--- config.mk ---
export PLATFORM = sky130hd
export DESIGN_NAME = opmode_ctl
export DESIGN_NICKNAME = d
export VERILOG_FILES = /design/src/rtl/opmode_pkg.sv /design/src/rtl/opmode_reg.sv /design/src/rtl/opmode_map.sv /design/src/rtl/opmode_ctl.sv
export SDC_FILE = /design/constraint.sdc
export NUM_CORES = 1
export LEC_CHECK = 0
export BUFFER_PORTS_ARGS = -buffer_cell sky130_fd_sc_hd__buf_4
export CAP_MARGIN = 20
export CORE_MARGIN = 3
export CORE_UTILIZATION = 36
export CTS_CLUSTER_DIAMETER = 60
export DETAILED_ROUTE_END_ITERATION = 7
export GPL_TIMING_DRIVEN = 0
export PLACE_DENSITY_LB_ADDON = 0.1
export SLEW_MARGIN = 20
export SYNTH_ARGS = -nofsm -noshare
export SYNTH_HDL_FRONTEND = slang
export SYNTH_SLANG_ARGS = --single-unit
--- constraint.sdc ---
create_clock -name clk -period 2.4 [get_ports clk]
set_input_delay 0.48 -clock clk [delete_from_list [all_inputs] [get_ports clk]]
set_output_delay 0.48 -clock clk [all_outputs]
set_load 0.05 [all_outputs]
--- src/rtl/opmode_pkg.sv ---
package opmode_pkg;

    typedef struct packed {
        logic       boot;
        logic       spec;
        logic       ext;
        logic [4:0] prio;
    } ctrl_t;

    typedef enum logic [1:0] {
        MODE_SINGLE  = 2'b00,
        MODE_EXPAND  = 2'b01,
        MODE_BOOT    = 2'b10,
        MODE_TEST    = 2'b11
    } opmode_e;

    localparam logic [4:0] PRIO_RST = 5'b00110;

    function automatic ctrl_t strap_init(input logic sb, input logic sa);
        ctrl_t c;
        c.prio = PRIO_RST;
        case ({sb, sa})
            2'b10:   {c.boot, c.spec, c.ext} = 3'b000;
            2'b11:   {c.boot, c.spec, c.ext} = 3'b001;
            2'b00:   {c.boot, c.spec, c.ext} = 3'b110;
            default: {c.boot, c.spec, c.ext} = 3'b011;
        endcase
        return c;
    endfunction

endpackage

--- src/rtl/opmode_reg.sv ---
module opmode_reg
    import opmode_pkg::*;
#(
    parameter int ADDR_W = 16,
    parameter logic [ADDR_W-1:0] CTRL_ADDR = 16'h003C
) (
    input  logic              clk,
    input  logic              rst,
    input  logic              strap_b,
    input  logic              strap_a,
    input  logic [ADDR_W-1:0] bus_addr,
    input  logic              bus_wr,
    input  logic [7:0]        bus_wdata,
    output ctrl_t             cfg
);

    logic  wr_hit;
    ctrl_t wr_val;

    assign wr_hit = bus_wr && (bus_addr == CTRL_ADDR);

    always_comb begin
        wr_val      = cfg;
        wr_val.prio = bus_wdata[4:0];
        if (cfg.spec) begin
            wr_val.boot = bus_wdata[7];
            wr_val.spec = bus_wdata[6];
            wr_val.ext  = bus_wdata[5];
        end
    end

    always_ff @(posedge clk) begin
        if (rst) begin
            cfg <= strap_init(strap_b, strap_a);
        end else if (wr_hit) begin
            cfg <= wr_val;
        end
    end

    AST_PRIO_RESET: assert property (@(posedge clk) rst |=> cfg.prio == PRIO_RST);
    AST_NORMAL_LOCK: assert property (@(posedge clk) disable iff (rst)
        !cfg.spec |=> ($stable(cfg.boot) && $stable(cfg.ext)));
    AST_SPEC_NO_RISE: assert property (@(posedge clk) disable iff (rst)
        !cfg.spec |=> !cfg.spec);
    AST_IDLE_HOLD: assert property (@(posedge clk) disable iff (rst)
        !wr_hit |=> $stable(cfg));

endmodule

--- src/rtl/opmode_map.sv ---
module opmode_map
    import opmode_pkg::*;
#(
    parameter int ADDR_W = 16,
    parameter logic [ADDR_W-1:0] CTRL_ADDR = 16'h003C,
    parameter logic [ADDR_W-1:0] ROM_LO    = 16'hBE40,
    parameter logic [ADDR_W-1:0] ROM_HI    = 16'hBFFF,
    parameter logic [7:0]        VEC_NORM  = 8'hFF,
    parameter logic [7:0]        VEC_SPEC  = 8'hBF
) (
    input  ctrl_t             cfg,
    input  logic [ADDR_W-1:0] bus_addr,
    output logic [7:0]        rd_data,
    output opmode_e           mode,
    output logic              special_mode,
    output logic              ext_bus_en,
    output logic              boot_rom_en,
    output logic              boot_rom_hit,
    output logic [7:0]        vec_hi
);

    logic in_window;

    assign in_window    = (bus_addr >= ROM_LO) && (bus_addr <= ROM_HI);
    assign rd_data      = (bus_addr == CTRL_ADDR) ? cfg : 8'h00;
    assign mode         = opmode_e'({cfg.spec, cfg.ext});
    assign special_mode = cfg.spec;
    assign ext_bus_en   = cfg.ext;
    assign boot_rom_en  = cfg.boot;
    assign boot_rom_hit = cfg.boot && in_window;
    assign vec_hi       = cfg.spec ? VEC_SPEC : VEC_NORM;

endmodule

--- src/rtl/opmode_ctl.sv ---
module opmode_ctl
    import opmode_pkg::*;
#(
    parameter int ADDR_W = 16,
    parameter logic [ADDR_W-1:0] CTRL_ADDR = 16'h003C,
    parameter logic [ADDR_W-1:0] ROM_LO    = 16'hBE40,
    parameter logic [ADDR_W-1:0] ROM_HI    = 16'hBFFF
) (
    input  logic              clk,
    input  logic              rst,
    input  logic              strap_b,
    input  logic              strap_a,
    input  logic [ADDR_W-1:0] bus_addr,
    input  logic              bus_wr,
    input  logic [7:0]        bus_wdata,
    output logic [7:0]        rd_data,
    output logic [1:0]        mode,
    output logic              special_mode,
    output logic              ext_bus_en,
    output logic              boot_rom_en,
    output logic              boot_rom_hit,
    output logic [7:0]        vec_hi
);

    ctrl_t   cfg;
    opmode_e mode_e;

    opmode_reg #(.ADDR_W(ADDR_W), .CTRL_ADDR(CTRL_ADDR)) u_reg (
        .clk       (clk),
        .rst       (rst),
        .strap_b   (strap_b),
        .strap_a   (strap_a),
        .bus_addr  (bus_addr),
        .bus_wr    (bus_wr),
        .bus_wdata (bus_wdata),
        .cfg       (cfg)
    );

    opmode_map #(.ADDR_W(ADDR_W), .CTRL_ADDR(CTRL_ADDR),
                 .ROM_LO(ROM_LO), .ROM_HI(ROM_HI)) u_map (
        .cfg          (cfg),
        .bus_addr     (bus_addr),
        .rd_data      (rd_data),
        .mode         (mode_e),
        .special_mode (special_mode),
        .ext_bus_en   (ext_bus_en),
        .boot_rom_en  (boot_rom_en),
        .boot_rom_hit (boot_rom_hit),
        .vec_hi       (vec_hi)
    );

    assign mode = mode_e;

    AST_HIT_NEEDS_MAP: assert property (@(posedge clk) disable iff (rst)
        boot_rom_hit |-> boot_rom_en);
    AST_VEC_STAYS_NORMAL: assert property (@(posedge clk) disable iff (rst)
        !special_mode |=> vec_hi == 8'hFF);
    AST_RESET_MODE: assert property (@(posedge clk)
        rst |=> mode == {~$past(strap_b), $past(strap_a)});

endmodule

==> results of run 1 <==
worst min path at each step:
stage	slack [ps]	cells after the start	endpoint	from
final	470	3	u_reg.cfg[1]	bus_wdata[1]
after CTS	470	3	u_reg.cfg[1]	bus_wdata[1]
after global routing	490	3	u_reg.cfg[2]	bus_wdata[2]
after global placement	460	2	u_reg.cfg[4]	u_reg.cfg[4]
after detailed placement	470	2	u_reg.cfg[4]	u_reg.cfg[4]
after floorplan	450	2	u_reg.cfg[0]	u_reg.cfg[0]
worst max-delay path: cells and delay by family:
| family | cells | cell delay (ps) |
|---|---|---|
| buf+inv | 3 | 460 |
| simple gates | 3 | 960 |
cell families (layout without fill, tap and decap cells):
group	after synthesis	in the layout	synth area share [%]
buffers and inverters	14	63	15.5
other	1	7	0.662
AO/OA/AOI/OAI	9	9	8.61
multiplexers	2	2	3.53
flip-flops	8	8	33.6
AND/OR/NAND/NOR	34	34	38.2
power groups by stage:
stage / Clock [mW] / Combinational (mW) / Sequential [mW]
floorplan: 0 / 0.0640 / 0.165
global placement: 0 / 0.129 / 0.152
CTS: 0.118 / 0.133 / 0.149
detailed placement: 0 / 0.131 / 0.152
finish: 0.116 / 0.134 / 0.149
global route: 0.124 / 0.141 / 0.150
repair_timing:
action	4_1_cts	5_1_grt
setup buffers	0	2
gates resized for setup	4	8
endpoints found under the setup margin	8	8
pin swaps	0	1
per-layer routing:
| layer | GRT usage [%] | up-vias | wire, um |
|---|---|---|---|
| met1 | 17.1 | 288 | 582 |
| met3 | 6.32 | 6 | 159 |
| li1 | - | 345 | - |
| met4 | 3.51 | 0 | 29 |
| met2 | 32.3 | 28 | 907 |
| met5 | 0 | - | 0 |
Yosys cell counts, drive strengths merged:
master,instances,area share [%]
a21oi,3,2.6
and3,10,11
buf,10,13
clkbuf,2,1.3
conb,1,0.66
dfxtp,5,18
edfxtp,3,16
inv,2,1.3
mux2i,2,3.5
nand2,1,0.66
nand2b,5,5.5
nand3,2,1.8
nand4,5,5.5
nand4b,1,1.5
nor2,4,2.6
nor3,3,3.5
nor4b,1,1.5
o21ai,5,4.4
o32ai,1,1.5
or4,1,2.0
or4b,1,2.4
through the flow:
stage / instance area, um^2 / total power, mW / util [%]
final: 1020 / 0.398 / 73.8
after floorplan: 589 / 0.229 / -
after CTS: 973 / 0.399 / 70.4
after global routing: 1020 / 0.415 / 73.8
after global placement: 931 / 0.281 / 67.3
after detailed placement: 931 / 0.283 / 67.3
final cells by class:
cell class                 count  area (um^2)
buffer                        12         87.6
clock buffer                   4         26.3
fill                         114          363
inverter                       2         7.51
multi-input combinational     52          329
sequential                     8          190
tap                           15         18.8
timing repair buffer          45          360
==> results.sh, run 1 <==
export IMPL_status="completed"
export IMPL_crit_chain="buf_4 -> or4_4 -> nor3_4 -> buf_6 -> and3_1 -> buf_4"
export IMPL_cts_root_buf="clkbuf_4"
export IMPL_p_int_uw=267
export IMPL_fp_dieArea_mm2=0.00209
export IMPL_path_class="primary input to primary output"
export IMPL_crit_arrival_ps=1900
export IMPL_die_w_um=45.7
export IMPL_cp_end_kind="primary output"
export IMPL_port_buffers=43
export IMPL_ys_ff_latch=8
export IMPL_cp_startpoint="bus_addr[13]"
export IMPL_fin_cells=138
export IMPL_regToRegSetupSlack_ps=1300
export IMPL_cts_sinks=8
export IMPL_path_max_fanout=10
export IMPL_grtUsageTotal_pct=16.9
export IMPL_swShare_pct=33.1
export IMPL_setup_viol=0
export IMPL_yosysUniqueCellTypes=23
export IMPL_grt_pass1_vias=586
export IMPL_powerDensity_mw_per_mm2=391
export IMPL_fin_tns_setup_ps=0
export IMPL_core_mm2=0.00138
export IMPL_cts_tree="yes"
export IMPL_n_antenna_cell=0
export IMPL_start_util_pct=41.0
export IMPL_hold_ws_ps=471
export IMPL_min_period_ps=2380
export IMPL_gp_congestion=0.734
export IMPL_fin_crit_sh_pct=99.2
export IMPL_dp_cells=132
export IMPL_vias=667
export IMPL_p_switching_uw=132
export IMPL_slew_viol_final=0
export IMPL_clock_skew_ps=0.162
export IMPL_final_common_cell="buf_4"
export IMPL_cts_path_max_buffers=2
export IMPL_rr_startpoint="u_reg.cfg[6]"
export IMPL_clk_pin_slew_worst_paths_ps=60
export IMPL_htree_num_levels=1
export IMPL_slowest_delay_ps=550
export IMPL_antenna_found_initial=0
export IMPL_yosysWarnings=0
export IMPL_row_count=13
export IMPL_drt_wirelength_per_cell_um=12.2
export IMPL_seq_area_frac_synth_pct=33.6
export IMPL_grt_start_max_net_pins=11
export IMPL_crit_required_ps=1920
export IMPL_area_growth_pct=79.9
export IMPL_synthCells=68
export IMPL_grt_ovfl_total=0
export IMPL_cpMaxStageDelayCell="or4_4"
export IMPL_die_height_um=45.7
export IMPL_largest_reg_flops=8
export IMPL_combPwrFrac_pct=33.5
export IMPL_drive_above_1_share_pct=52.0
export IMPL_synth_area_um2=567
export IMPL_endpoint="rd_data[5]"
export IMPL_final_cell_mix="buf_4 (48), and3_1 (9), buf_6 (7), conb_1 (7)"
export IMPL_nets=153
export IMPL_r2r_cells=2
export IMPL_dp_slack_ps=-140
export IMPL_p_seq_share_pct=37.4
export IMPL_hold_buffers=0
export IMPL_max_vdd_ir_drop_v=0.000446
export IMPL_cp_start_kind="primary input"
export IMPL_rsz0062_at_grt="true"
export IMPL_wirelength_mm=1.68
export IMPL_cp_common_cell="buf_4"
export IMPL_hold_path_class="primary input to register"
export IMPL_grt_pass1_wl_mm=2.53
export IMPL_io_pins=51
export IMPL_postSynthAreaPerCell_um2=8.34
export IMPL_leakage_nw=0.521
export IMPL_drc=0
export IMPL_cts_made_buffers=3
export IMPL_viasPerCell=4.83
export IMPL_largestRegisters="u_reg.cfg x8"
export IMPL_drtIter0Drc=6
export IMPL_ant_nets=0
export IMPL_dr_pass1_iters=2
export IMPL_place_hpwl_mm=1.37
export IMPL_timing_rr_end="u_reg.cfg[7]"
export IMPL_clock_latency_ps=260
export IMPL_max_freq_mhz=420
export IMPL_p_clk_share_pct=29.0
export IMPL_drv_cap=0
export IMPL_top_register="u_reg.cfg"
export IMPL_finalHoldViolations=0
export IMPL_setup_ws_ps=20.3
Power figures use the tool's default switching activity.
==> run 2: changes to the inputs <==
--- a/config.mk
+++ b/config.mk
@@ -5,10 +5,13 @@
 export SDC_FILE = /design/constraint.sdc
 export NUM_CORES = 1
 export LEC_CHECK = 0
-export BUFFER_PORTS_ARGS = -buffer_cell sky130_fd_sc_hd__buf_4
+export BUFFER_PORTS_ARGS = -buffer_cell sky130_fd_sc_hd__buf_2
 export CAP_MARGIN = 20
-export CORE_MARGIN = 3
-export CORE_UTILIZATION = 36
+export CELL_PAD_IN_SITES_DETAIL_PLACEMENT = 1
+export CELL_PAD_IN_SITES_GLOBAL_PLACEMENT = 2
+export CORE_ASPECT_RATIO = 0.75
+export CORE_MARGIN = 2
+export CORE_UTILIZATION = 17
 export CTS_CLUSTER_DIAMETER = 60
 export DETAILED_ROUTE_END_ITERATION = 7
 export GPL_TIMING_DRIVEN = 0
==> run 2 against run 1 <==
  * Clock skew is essentially flat
  * Non-clock buffer count shrank 2
  * Worst hold slack is essentially flat
  * Combinational power shrank 13%
  * Final cell count grew 17%
  * Sequential power is essentially flat
  * Design area shrank 7.6%
  * Via count grew 0.30%
  * Flip-flop and latch count is the same
  * Register-to-register slack is essentially flat
  * Total power grew 8.3%
  * Critical path type unchanged
  * Highest routed layer unchanged
==> results.sh, run 2 (synthesis gave the netlist of run 1 again) <==
export IMPL_drc=0
export IMPL_clock_skew_ps=0.0301
export IMPL_area_growth_pct=66.2
export IMPL_clk_pin_slew_worst_paths_ps=40
export IMPL_regArea_um2=190
export IMPL_fp_dieArea_mm2=0.00382
export IMPL_antenna_found_initial=0
export IMPL_n_antenna_cell=0
export IMPL_dp_cells=157
export IMPL_drive_above_1_share_pct=50.4
export IMPL_regToRegSetupSlack_ps=1310
export IMPL_grt_pass1_wl_mm=2.90
export IMPL_grt_ovfl_total=0
export IMPL_p_seq_share_pct=34.7
export IMPL_die_w_um=70.7
export IMPL_crit_chain="buf_2 -> or4_4 -> nor3_4 -> buf_6 -> and3_1 -> buf_4"
export IMPL_htree_num_levels=1
export IMPL_p_int_uw=301
export IMPL_gp_congestion=0.708
export IMPL_viasPerCell=4.16
export IMPL_grtUsageTotal_pct=9.98
export IMPL_swShare_pct=30.3
export IMPL_cp_depth=6
export IMPL_grt_pass1_vias=679
export IMPL_powerDensity_mw_per_mm2=458
export IMPL_p_clk_share_pct=38.3
export IMPL_start_util_pct=17.5
export IMPL_timing_rr_end="u_reg.cfg[7]"
export IMPL_slowest_delay_ps=550
export IMPL_ant_nets=0
export IMPL_largestRegisters="u_reg.cfg x8"
export IMPL_final_cell_mix="buf_2 (35), buf_4 (17), and3_1 (10)"
export IMPL_grt_start_max_net_pins=11
export IMPL_place_hpwl_mm=1.50
export IMPL_port_buffers=43
export IMPL_leakage_nw=0.486
export IMPL_setup_ws_ps=69.2
export IMPL_cts_made_buffers=3
export IMPL_largest_reg_flops=8
export IMPL_dr_pass1_iters=4
export IMPL_min_period_ps=2330
export IMPL_p_switching_uw=131
export IMPL_cpMaxStageDelayCell="or4_4"
export IMPL_vias=669
export IMPL_rr_startpoint="u_reg.cfg[6]"
export IMPL_finalHoldViolations=0
export IMPL_dp_slack_ps=-263
export IMPL_fin_cells=161
export IMPL_crit_required_ps=1920
export IMPL_die_height_um=54.0
export IMPL_fill_cells=407
export IMPL_wirelength_mm=1.80
export IMPL_post_route_util_pct=29.1
export IMPL_top_register="u_reg.cfg"
export IMPL_design_area_um2=942
export IMPL_final_common_cell="buf_2"
export IMPL_cts_path_max_buffers=2
export IMPL_rsz0062_at_grt="false"
export IMPL_critPathBufInv=3
export IMPL_cp_startpoint="bus_addr[13]"
export IMPL_cp_end_kind="primary output"
export IMPL_drt_wirelength_per_cell_um=11.2
export IMPL_path_class="primary input to primary output"
export IMPL_max_vdd_ir_drop_v=0.000150
export IMPL_nets=151
export IMPL_dpl_cell_area_um2=855
export IMPL_hold_depth=2
export IMPL_max_freq_mhz=429
export IMPL_combPwrFrac_pct=27.0
export IMPL_slew_viol_final=0
export IMPL_hold_path_class="register to register"
export IMPL_r2r_cells=2
export IMPL_fin_crit_sh_pct=97.1
export IMPL_crit_arrival_ps=1850
export IMPL_hp_start="u_reg.cfg[4]"
export IMPL_cp_start_kind="primary input"
export IMPL_status="completed"
export IMPL_setup_viol=0
export IMPL_clock_latency_ps=230
export IMPL_cts_sinks=8
export IMPL_post_cts_buffers=0
export IMPL_crit_family="simple AND/OR/NAND/NOR gates"
export IMPL_drv_cap=0
export IMPL_path_max_fanout=10
export IMPL_cts_root_buf="clkbuf_8"
export IMPL_io_pins=51
export IMPL_drtIter0Drc=10
export IMPL_row_count=18
export IMPL_fin_tns_setup_ps=0
export IMPL_cts_tree="yes"
export IMPL_multi_input_area_um2=324
export IMPL_core_mm2=0.00324
export IMPL_min_to="u_reg.cfg[4]"
export IMPL_hold_buffers=0
run 2: changes by cell type in the layout (fill, tap and decap cells not counted):
cell	delta
clkbuf_4	-2
buf_4	-31
clkbuf_2	-1
clkbuf_8	+3
buf_6	-6
and3_4	-1
buf_2	+35
and3_1	+1
run 2: repair_timing:
action	in CTS	in global routing
endpoints found under the hold margin	0	0
pin swaps	0	0
resized for setup	12	3
endpoints found under the setup margin	8	8
run 2: layout make-up:
class / count / area share, %
plain buffers: 12 / 9.56
inverters: 2 / 0.797
repair buffers: 43 / 25.0
clock buffers: 4 / 4.78
well taps: 40 / 5.31
flip-flops and latches: 8 / 20.2
multi-input cells: 52 / 34.4
run 2: metrics by stage:
stage	hold slack, ps	total power, mW
2_1_floorplan	450	0.229
3_5_place_dp	468	0.267
3_3_place_gp	460	0.265
5_1_grt	506	0.456
4_1_cts	473	0.438
6_report	471	0.431
run 2: power groups by stage:
| stage | logic (mW) | registers (mW) | clock network, mW |
|---|---|---|---|
| 2_1_floorplan | 0.0640 | 0.165 | 0 |
| 3_3_place_gp | 0.113 | 0.152 | 0 |
| 3_5_place_dp | 0.115 | 0.152 | 0 |
| 4_1_cts | 0.117 | 0.150 | 0.172 |
| 5_1_grt | 0.124 | 0.150 | 0.181 |
| 6_report | 0.117 | 0.150 | 0.165 |
run 2: layer usage:
metal,routed length (um),up-vias,track usage [%]
met4,19,0,2.83
met3,107,2,4.31
met5,0,-,0
met1,770,307,9.83
li1,-,339,-
met2,905,21,19.7
run 2: how the worst max path moves through the flow:
| stage | endpoint | slack (ps) |
|---|---|---|
| 2_1_floorplan | boot_rom_hit | 30 |
| 3_3_place_gp | rd_data[1] | -300 |
| 3_5_place_dp | rd_data[2] | -260 |
| 4_1_cts | rd_data[2] | 30 |
| 5_1_grt | rd_data[4] | 9 |
| 6_report | rd_data[2] | 70 |
run 2: worst register-to-register path: cells and delay by family, from the launching register on:
| family | cells | cell delay [ps] |
|---|---|---|
| simple gates | 1 | 210 |
| flops | 1 | 400 |
| compound gates | 1 | 290 |
==> run 3: changes to the inputs <==
--- a/config.mk
+++ b/config.mk
@@ -9,7 +9,7 @@
 export CAP_MARGIN = 20
 export CELL_PAD_IN_SITES_DETAIL_PLACEMENT = 1
 export CELL_PAD_IN_SITES_GLOBAL_PLACEMENT = 2
-export CORE_ASPECT_RATIO = 0.75
+export CORE_ASPECT_RATIO = 0.7
 export CORE_MARGIN = 2
 export CORE_UTILIZATION = 17
 export CTS_CLUSTER_DIAMETER = 60
==> run 3 against run 2 <==
  * Count of clock-buffer cells in the layout did not move
  * Final cell count is the same
  * Critical endpoint is now rd_data[1]
  * Largest cell class unchanged
  * Worst hold slack worse by 1.9 ps
  * Largest power group unchanged
  * Utilization rose by 0.99 points
  * Non-clock buffer count increased by 2
  * Wire length is 3.0% lower
==> results.sh, run 3 (synthesis gave the netlist of run 1 again) <==
export IMPL_status="completed"
export IMPL_io_pins=51
export IMPL_timing_rr_end="u_reg.cfg[7]"
export IMPL_cts_sinks=8
export IMPL_leakage_nw=0.496
export IMPL_crit_chain="buf_2 -> or4_4 -> nor3_4 -> buf_6 -> and3_1 -> buf_4"
export IMPL_grt_pass1_vias=635
export IMPL_cts_root_buf="clkbuf_8"
export IMPL_min_period_ps=2320
export IMPL_clock_skew_ps=0.0506
export IMPL_largestRegisters="u_reg.cfg x8"
export IMPL_die_w_um=73.0
export IMPL_rsz0062_at_grt="false"
export IMPL_die_height_um=52.3
export IMPL_area_growth_pct=68.0
export IMPL_path_class="primary input to primary output"
export IMPL_top_register="u_reg.cfg"
export IMPL_drtIter0Drc=14
export IMPL_cp_startpoint="bus_addr[13]"
export IMPL_setup_viol=0
export IMPL_hold_path_class="register to register"
export IMPL_place_hpwl_mm=1.46
export IMPL_n_antenna_cell=0
export IMPL_cpMaxStageDelayCell="or4_4"
export IMPL_grt_ovfl_total=0
export IMPL_r2r_cells=2
export IMPL_ant_nets=0
export IMPL_max_vdd_ir_drop_v=0.000178
export IMPL_wirelength_mm=1.75
export IMPL_grt_start_max_net_pins=11
export IMPL_dpl_cell_area_um2=852
export IMPL_clk_pin_slew_worst_paths_ps=40
export IMPL_hold_ws_ps=469
export IMPL_htree_num_levels=1
export IMPL_gp_congestion=0.677
export IMPL_grt_use_met3_pct=4.23
export IMPL_finalHoldViolations=0
export IMPL_nets=153
export IMPL_crit_required_ps=1920
export IMPL_rr_startpoint="u_reg.cfg[6]"
export IMPL_cp_end_kind="primary output"
export IMPL_design_area_um2=952
export IMPL_critPathBufInv=3
export IMPL_drive_above_1_share_pct=51.2
export IMPL_grtUsageMet2_pct=17.1
export IMPL_antenna_found_initial=0
export IMPL_grtUsageTotal_pct=9.79
export IMPL_dr_pass1_iters=4
export IMPL_top_usage_layer="met2"
export IMPL_cts_path_max_buffers=2
export IMPL_cp_depth=6
export IMPL_fill_cells=380
export IMPL_cp_start_kind="primary input"
export IMPL_path_max_fanout=10
export IMPL_powerDensity_mw_per_mm2=457
export IMPL_cts_made_buffers=3
export IMPL_row_count=17
export IMPL_slew_viol_final=0
export IMPL_port_buffers=43
export IMPL_largest_reg_flops=8
export IMPL_core_mm2=0.00317
export IMPL_endpoint="rd_data[1]"
export IMPL_drt_wirelength_per_cell_um=10.9
export IMPL_drc=0
export IMPL_drv_cap=0
export IMPL_crit_arrival_ps=1840
export IMPL_final_common_cell="buf_2"
export IMPL_crit_family="simple AND/OR/NAND/NOR gates"
export IMPL_fin_crit_sh_pct=96.7
export IMPL_final_cell_mix="buf_2 (35), buf_4 (19), and3_1 (10)"
export IMPL_regToRegSetupSlack_ps=1320
export IMPL_fp_dieArea_mm2=0.00382
export IMPL_slowest_delay_ps=550
export IMPL_clock_latency_ps=230
export IMPL_cts_tree="yes"
export IMPL_max_freq_mhz=431
export IMPL_grt_pass1_wl_mm=2.82
export IMPL_use_met1_pct=11.2
export IMPL_viasPerCell=4.04
export IMPL_start_util_pct=17.9
export IMPL_vias=651
-- run 3: routing by layer --
metal  part of all wire, %  routed length (um)  vias to the layer above
met2                    46                 813                       24
met3                   7.8                 137                        3
met1                    45                 787                      283
met4                  0.57                  10                        0
li1                      -                   -                      341
met5                     0                   0                        -
-- run 3: how the worst min path moves through the flow --
stage / depth (start not counted) / startpoint / endpoint / slack, ps
after floorplan: 2 / u_reg.cfg[0] / u_reg.cfg[0] / 450
after global placement: 2 / u_reg.cfg[4] / u_reg.cfg[4] / 460
after CTS: 2 / u_reg.cfg[0] / u_reg.cfg[0] / 480
final: 2 / u_reg.cfg[3] / u_reg.cfg[3] / 470
after detailed placement: 2 / u_reg.cfg[0] / u_reg.cfg[0] / 470
after global routing: 2 / u_reg.cfg[4] / u_reg.cfg[4] / 510
-- run 3: repair_timing --
item	4_1_cts	5_1_grt
hold buffers	0	0
setup buffers	0	2
setup endpoints to repair	8	8
resized for setup	12	1
-- run 3: worst reg2reg max path, stage by stage, from the launching register on --
cell,delay (ps)
edfxtp_1,400
nand4_1,210
nand2b_1,180
-- run 3: metrics by stage --
stage	power, mW	utilization [%]	setup slack [ps]	cells	TNS, ps
3_3_place_gp	0.265	26.9	-307	155	-2410
6_report	0.435	30.0	78.4	161	0
4_1_cts	0.442	29.5	37.1	159	0
2_1_floorplan	0.229	-	34.4	74	0
5_1_grt	0.456	30.0	7.55	161	0
3_5_place_dp	0.266	26.9	-243	155	-1890
-- run 3: area by class of cell --
class                           count  area (um^2)  area share [%]
Inverter                            2         7.51           0.788
Timing Repair Buffer               45          250            26.3
Sequential cell                     8          190            20.0
Buffer                             12         87.6            9.20
Clock buffer                        4         45.0            4.73
Tap cell                           38         47.5            4.99
Multi-Input combinational cell     52          324            34.0
-- run 3: power breakdown --
part	internal [mW]	leakage [nW]	switching, mW
Clock	0.115	0.0228	0.0545
Sequential	0.146	0.0692	0.00317
Combinational	0.0400	0.404	0.0765
Total	0.301	0.496	0.134
